==> config.mk <==
export PLATFORM = sky130hd
export DESIGN_NAME = fx_tx_coder
export DESIGN_NICKNAME = d
export VERILOG_FILES = /design/src/rtl/fxc_pkg.sv /design/src/rtl/fxc_slot_timer.sv /design/src/rtl/fxc_framer.sv /design/src/rtl/fxc_scrambler.sv /design/src/rtl/fxc_mlt3.sv /design/src/rtl/fx_tx_coder.sv
export SDC_FILE = /design/constraint.sdc
export NUM_CORES = 1
export LEC_CHECK = 0
export CAP_MARGIN = 0
export CORE_AREA = 2 2 55 57
export DETAILED_ROUTE_END_ITERATION = 8
export DIE_AREA = 0 0 57 59
export DONT_BUFFER_PORTS = 1
export SETUP_SLACK_MARGIN = 0.3
export SYNTH_ARGS = -nofsm -noshare
export SYNTH_HDL_FRONTEND = slang
export SYNTH_HIERARCHICAL = 1
export SYNTH_SLANG_ARGS = --single-unit
==> constraint.sdc <==
create_clock -name clk -period 2.05 [get_ports clk]
set_input_delay 0.205 -clock clk [delete_from_list [all_inputs] [get_ports clk]]
set_output_delay 0.205 -clock clk [all_outputs]
set_load 0.03 [all_outputs]
==> src/rtl/fxc_pkg.sv <==
`timescale 1ns/1ps
package fxc_pkg;
    localparam int GRP_W      = 5;
    localparam int CNT_W      = $clog2(GRP_W);
    localparam int TXCLK_HI   = 2;
    localparam int SCR_W      = 11;
    localparam int SCR_TAP_A  = SCR_W - 1;
    localparam int SCR_TAP_B  = 8;

    typedef logic [GRP_W-1:0] grp_t;

    localparam grp_t GRP_IDLE = 5'b11111;
    localparam grp_t GRP_J    = 5'b11000;
    localparam grp_t GRP_K    = 5'b10001;
    localparam grp_t GRP_T    = 5'b01101;
    localparam grp_t GRP_R    = 5'b00111;

    typedef enum logic [1:0] {FR_IDLE, FR_SSD2, FR_BODY, FR_ESD2} fr_state_e;
    typedef enum logic [1:0] {LV_ZERO = 2'b00, LV_POS = 2'b01, LV_NEG = 2'b11} lvl_e;

    typedef struct packed {
        logic       en;
        logic [3:0] nib;
    } mii_t;

    function automatic grp_t enc4b5b(input logic [3:0] n);
        grp_t g;
        case (n)
            4'h0: g = 5'b11110;
            4'h1: g = 5'b01001;
            4'h2: g = 5'b10100;
            4'h3: g = 5'b10101;
            4'h4: g = 5'b01010;
            4'h5: g = 5'b01011;
            4'h6: g = 5'b01110;
            4'h7: g = 5'b01111;
            4'h8: g = 5'b10010;
            4'h9: g = 5'b10011;
            4'hA: g = 5'b10110;
            4'hB: g = 5'b10111;
            4'hC: g = 5'b11010;
            4'hD: g = 5'b11011;
            4'hE: g = 5'b11100;
            default: g = 5'b11101;
        endcase
        return g;
    endfunction

    function automatic lvl_e lvl_of_phase(input logic [1:0] ph);
        lvl_e l;
        case (ph)
            2'd1:    l = LV_POS;
            2'd3:    l = LV_NEG;
            default: l = LV_ZERO;
        endcase
        return l;
    endfunction
endpackage

==> src/rtl/fxc_slot_timer.sv <==
`timescale 1ns/1ps
module fxc_slot_timer
    import fxc_pkg::*;
(
    input  logic             clk,
    input  logic             rst,
    output logic [CNT_W-1:0] cnt,
    output logic             load,
    output logic             tx_clk
);
    localparam logic [CNT_W-1:0] LAST = CNT_W'(GRP_W - 1);

    always_ff @(posedge clk) begin
        if (rst)          cnt <= '0;
        else if (load)    cnt <= '0;
        else              cnt <= cnt + 1'b1;
    end

    assign load   = (cnt == LAST);
    assign tx_clk = (cnt < CNT_W'(TXCLK_HI));
endmodule

==> src/rtl/fxc_framer.sv <==
`timescale 1ns/1ps
module fxc_framer
    import fxc_pkg::*;
(
    input  logic clk,
    input  logic rst,
    input  logic load,
    input  mii_t mii,
    output grp_t grp
);
    fr_state_e st;

    always_ff @(posedge clk) begin
        if (rst) begin
            st  <= FR_IDLE;
            grp <= GRP_IDLE;
        end else if (load) begin
            unique case (st)
                FR_IDLE: begin
                    if (mii.en) begin
                        grp <= GRP_J;
                        st  <= FR_SSD2;
                    end else begin
                        grp <= GRP_IDLE;
                    end
                end
                FR_SSD2: begin
                    grp <= GRP_K;
                    st  <= FR_BODY;
                end
                FR_BODY: begin
                    if (mii.en) begin
                        grp <= enc4b5b(mii.nib);
                    end else begin
                        grp <= GRP_T;
                        st  <= FR_ESD2;
                    end
                end
                FR_ESD2: begin
                    grp <= GRP_R;
                    st  <= FR_IDLE;
                end
                default: st <= FR_IDLE;
            endcase
        end
    end
endmodule

==> src/rtl/fxc_scrambler.sv <==
`timescale 1ns/1ps
module fxc_scrambler
    import fxc_pkg::*;
#(
    parameter logic [SCR_W-1:0] SEED = '1
) (
    input  logic             clk,
    input  logic             rst,
    output logic             key,
    output logic [SCR_W-1:0] state
);
    localparam logic [SCR_W-1:0] START = (SEED == '0) ? '1 : SEED;

    assign key = state[SCR_TAP_A] ^ state[SCR_TAP_B];

    always_ff @(posedge clk) begin
        if (rst) state <= START;
        else     state <= {state[SCR_W-2:0], key};
    end
endmodule

==> src/rtl/fxc_mlt3.sv <==
`timescale 1ns/1ps
module fxc_mlt3
    import fxc_pkg::*;
(
    input  logic clk,
    input  logic rst,
    input  logic bit_in,
    output lvl_e lvl
);
    logic [1:0] phase;

    always_ff @(posedge clk) begin
        if (rst) phase <= 2'd0;
        else     phase <= phase + {1'b0, bit_in};
    end

    assign lvl = lvl_of_phase(phase);
endmodule

==> src/rtl/fx_tx_coder.sv <==
`timescale 1ns/1ps
module fx_tx_coder
    import fxc_pkg::*;
#(
    parameter logic [10:0] SEED = 11'h7FF
) (
    input  logic       clk,
    input  logic       rst,
    input  logic       tx_en,
    input  logic [3:0] txd,
    output logic       tx_clk,
    output logic [1:0] line_lvl
);
    logic [CNT_W-1:0] cnt;
    logic             load;
    grp_t             grp;
    grp_t             grp_sh;
    logic             key;
    logic [SCR_W-1:0] lfsr_q;
    logic             code_bit;
    logic             scr_bit;
    lvl_e             lvl;
    mii_t             mii;

    assign mii = '{en: tx_en, nib: txd};

    fxc_slot_timer u_timer (
        .clk    (clk),
        .rst    (rst),
        .cnt    (cnt),
        .load   (load),
        .tx_clk (tx_clk)
    );

    fxc_framer u_framer (
        .clk  (clk),
        .rst  (rst),
        .load (load),
        .mii  (mii),
        .grp  (grp)
    );

    assign grp_sh   = grp << cnt;
    assign code_bit = grp_sh[GRP_W-1];

    fxc_scrambler #(.SEED(SEED)) u_scr (
        .clk   (clk),
        .rst   (rst),
        .key   (key),
        .state (lfsr_q)
    );

    assign scr_bit = code_bit ^ key;

    fxc_mlt3 u_mlt3 (
        .clk    (clk),
        .rst    (rst),
        .bit_in (scr_bit),
        .lvl    (lvl)
    );

    assign line_lvl = lvl;
endmodule

==> impl_metrics.json <==
{
  "grt_use_met3_pct": 4.59,
  "clk_pin_slew_ns": 0.12,
  "synth-compound-area-share_pct": 13.4,
  "place_ws_ns": 0.222,
  "h-tree-depth": 1,
  "design_area_sq_um": 1170,
  "syn-num-nets": 125,
  "crit_slowest_cell": "dfxtp_4",
  "tightest_slew_ns": 0.677,
  "diodes": 0,
  "synth_xor_area_share_pct": 1.68,
  "grt_pass1_wl_microns": 3110,
  "cp_top_family": "flip-flops",
  "wl_per_cell_microns": 12.5,
  "clk_latency_ns": 0.31,
  "synth_top_area_share_pct": 44.1,
  "worstHoldStart": "rst",
  "cp-end-kind": "flip-flop",
  "area_delta_synth_final_pct": 12.5,
  "synth.avg_cell_area_sq_um": 9.40,
  "status": "complete, no violations",
  "synth_seq_cells": 23,
  "clock_skew_ns": 0.00684,
  "syn_inst": 111,
  "synth_fa_ha_area_share_pct": 8.39,
  "fmax_ghz": 0.588,
  "rr_startpoint": "u_timer/cnt[2]$_SDFF_PP0_",
  "place_congestion": 0.765,
  "synth_top_family_by_area": "simple AND/OR/NAND/NOR gates",
  "totalWireLength_microns": 1850,
  "synth.top_cells.by_count": "dfxtp_1, or2_1, inv_1, nor2_1",
  "antenna_found_initial": 0,
  "cp.required_ns": 2.24,
  "rsz0062_at_grt": "yes",
  "hold_class": "input pin to flip-flop",
  "fin_nets": 132,
  "path_cells": "mux2_4 -> and3_4 -> a2111oi_4 -> ha_1 -> nor2b_1",
  "grt_busiest_layer": "met2",
  "min_period_over_period_pct": 83.0,
  "ir_worst_vdd_uv": 379,
  "dr.pass1.iters": 4,
  "holdWs_ns": 0.0193,
  "yosys.area.top_type": "dfxtp_1",
  "yosys.area_share.simple_pct": 24.9,
  "yosys_warnings": 6,
  "cp.depth": 5,
  "fp.dieH_microns": 59,
  "die_area_sq_um": 3360,
  "synth_mux_area_share_pct": 3.36,
  "cts.path.max_buffers": 2,
  "hold_viol": 0,
  "place_area_sq_um": 1070,
  "drive_gt1_share_pct": 18.8,
  "synthArstFlopShare_pct": 0,
  "num_io_pins": 10,
  "post_drt_via_cell_ratio": 5.18,
  "synth-edff-count": 0,
  "worst_slack_ns": 0.348,
  "start_util_pct": 38.5,
  "via_count": 766,
  "synth_most_common_cell": "dfxtp_1",
  "p_leak_nw": 0.436,
  "grtUsageMet1_pct": 14.8,
  "post-route-drc-count": 0,
  "r2r_cells": 5,
  "synth_area_sq_um": 1040,
  "dp_cells": 140,
  "die_w_microns": 57,
  "numPortBuffers": 0,
  "synth-seq-area-share_pct": 44.1,
  "post-route-min-period_ns": 1.70,
  "grt_use_total_pct": 12.0,
  "met2_usage_pct": 19.5,
  "gr-total-overflow": 0,
  "cp_num_buf_inv": 0,
  "worst-setup-path-type": "flip-flop to flip-flop",
  "startpoint": "u_timer/cnt[2]$_SDFF_PP0_",
  "drv_slew": 0,
  "critPathArrivalTime_ns": 1.89,
  "cp_max_fo": 7,
  "rows": 19,
  "synth_area_leaders": "dfxtp_1, ha_1, or2_1",
  "drv_cap": 0,
  "final_cells": 148,
  "synth_flop_cell": "dfxtp_1",
  "drtAntennaViolNets": 0,
  "cts_buffers": 3,
  "critPathMaxStageDelay_ns": 0.40,
  "post-dp-hpwl_microns": 1210,
  "relSlewSlack_pct": 54.7,
  "setup-tns-final_ns": 0,
  "setup_viol": 0,
  "grt_max_degree": 21,
  "yosysUniqueCellTypes": 37,
  "clockRootBuffer": "clkbuf_4",
  "grt_pass1_vias": 735,
  "cts_tree": "done",
  "hold_depth": 2,
  "powerDensity_nw_per_um2": 694,
  "cts.sinks": 23,
  "drt_iter0_drc": 10,
  "cp-start-kind": "flip-flop",
  "fp.coreArea_sq_um": 2710
}
==> through the flow <==
step,power [mW],utilization (%)
finish,0.815,43.3
global route,0.864,43.3
CTS,0.819,41.9
detailed placement,0.598,39.6
global placement,0.595,39.6
floorplan,0.588,-
==> metal layers <==
metal / part of all wire, % / routed length [microns]
met1: 49 / 908
met3: 6.6 / 121
met2: 42 / 782
met5: 0 / 0
met4: 1.9 / 35
==> cells in the final DEF, fill, tap and decap left out, drive strengths merged, types with 2 or more instances in the layout <==
cell    Yosys  layout
dfxtp      23      23
or2        12      12
inv         9       9
nor2        8       8
a21oi       8       8
ha          7       7
nor3        5       5
nand2       4       4
nand3       4       4
clkbuf      1       4
buf         1       3
and2        3       3
mux2i       2       2
o311ai      2       2
a31oi       2       2
o21ai       2       2
o31ai       2       2
==> registers in the layout (all words and copies together), names as in the netlist <==
| signal | count |
|---|---|
| u_mlt3/phase | 2 |
| u_framer/grp | 5 |
| u_timer/cnt | 3 |
| u_scr/state | 11 |
| u_framer/st | 2 |
==> final cells by class <==
cell class / count / area (sq um)
multi-input cells: 77 / 571
repair buffers: 4 / 32.5
inverters: 9 / 33.8
well taps: 31 / 38.8
flip-flops and latches: 23 / 472
clock buffers: 4 / 26.3
fillers: 273 / 1540
==> where the power goes <==
part           internal (mW)  switching, mW
combinational         0.0528         0.0558
sequential             0.470         0.0281
clock                 0.0761          0.132
total                  0.599          0.216
==> path summary, 6_finish.rpt <==
check                                                    end  slack [ns]
worst max-delay path              u_mlt3/phase[0]$_SDFF_PP0_        0.35
worst min-delay path            u_framer/grp[4]$_SDFFE_PP1P_        0.02
worst max register to register    u_mlt3/phase[0]$_SDFF_PP0_        0.35
worst min register to register     u_scr/state[5]$_SDFF_PP1_        0.42
==> worst reg2reg max path: stages (launching register included) <==
cell	delay, ns
dfxtp_4	0.40
mux2_4	0.31
and3_4	0.16
a2111oi_4	0.31
ha_1	0.28
nor2b_1	0.13
==> cell families after synthesis <==
kind of cell / count (synthesis)
AOI/OAI and AO/OA: 20
xor gates and xnor gates: 2
adders and majority gates: 7
buffers and inverters: 11
DFF: 23
muxes: 3
and+or+nand+nor: 45
==> timing repair <==
action,CTS,global route
hold buffers,1,0
setup endpoints to repair,2,4
pin swaps,0,4
endpoints found under the hold margin,20,0
gates resized for setup,5,6
buffers inserted,0,3
No activity file was read; power rests on OpenSTA's default activity.
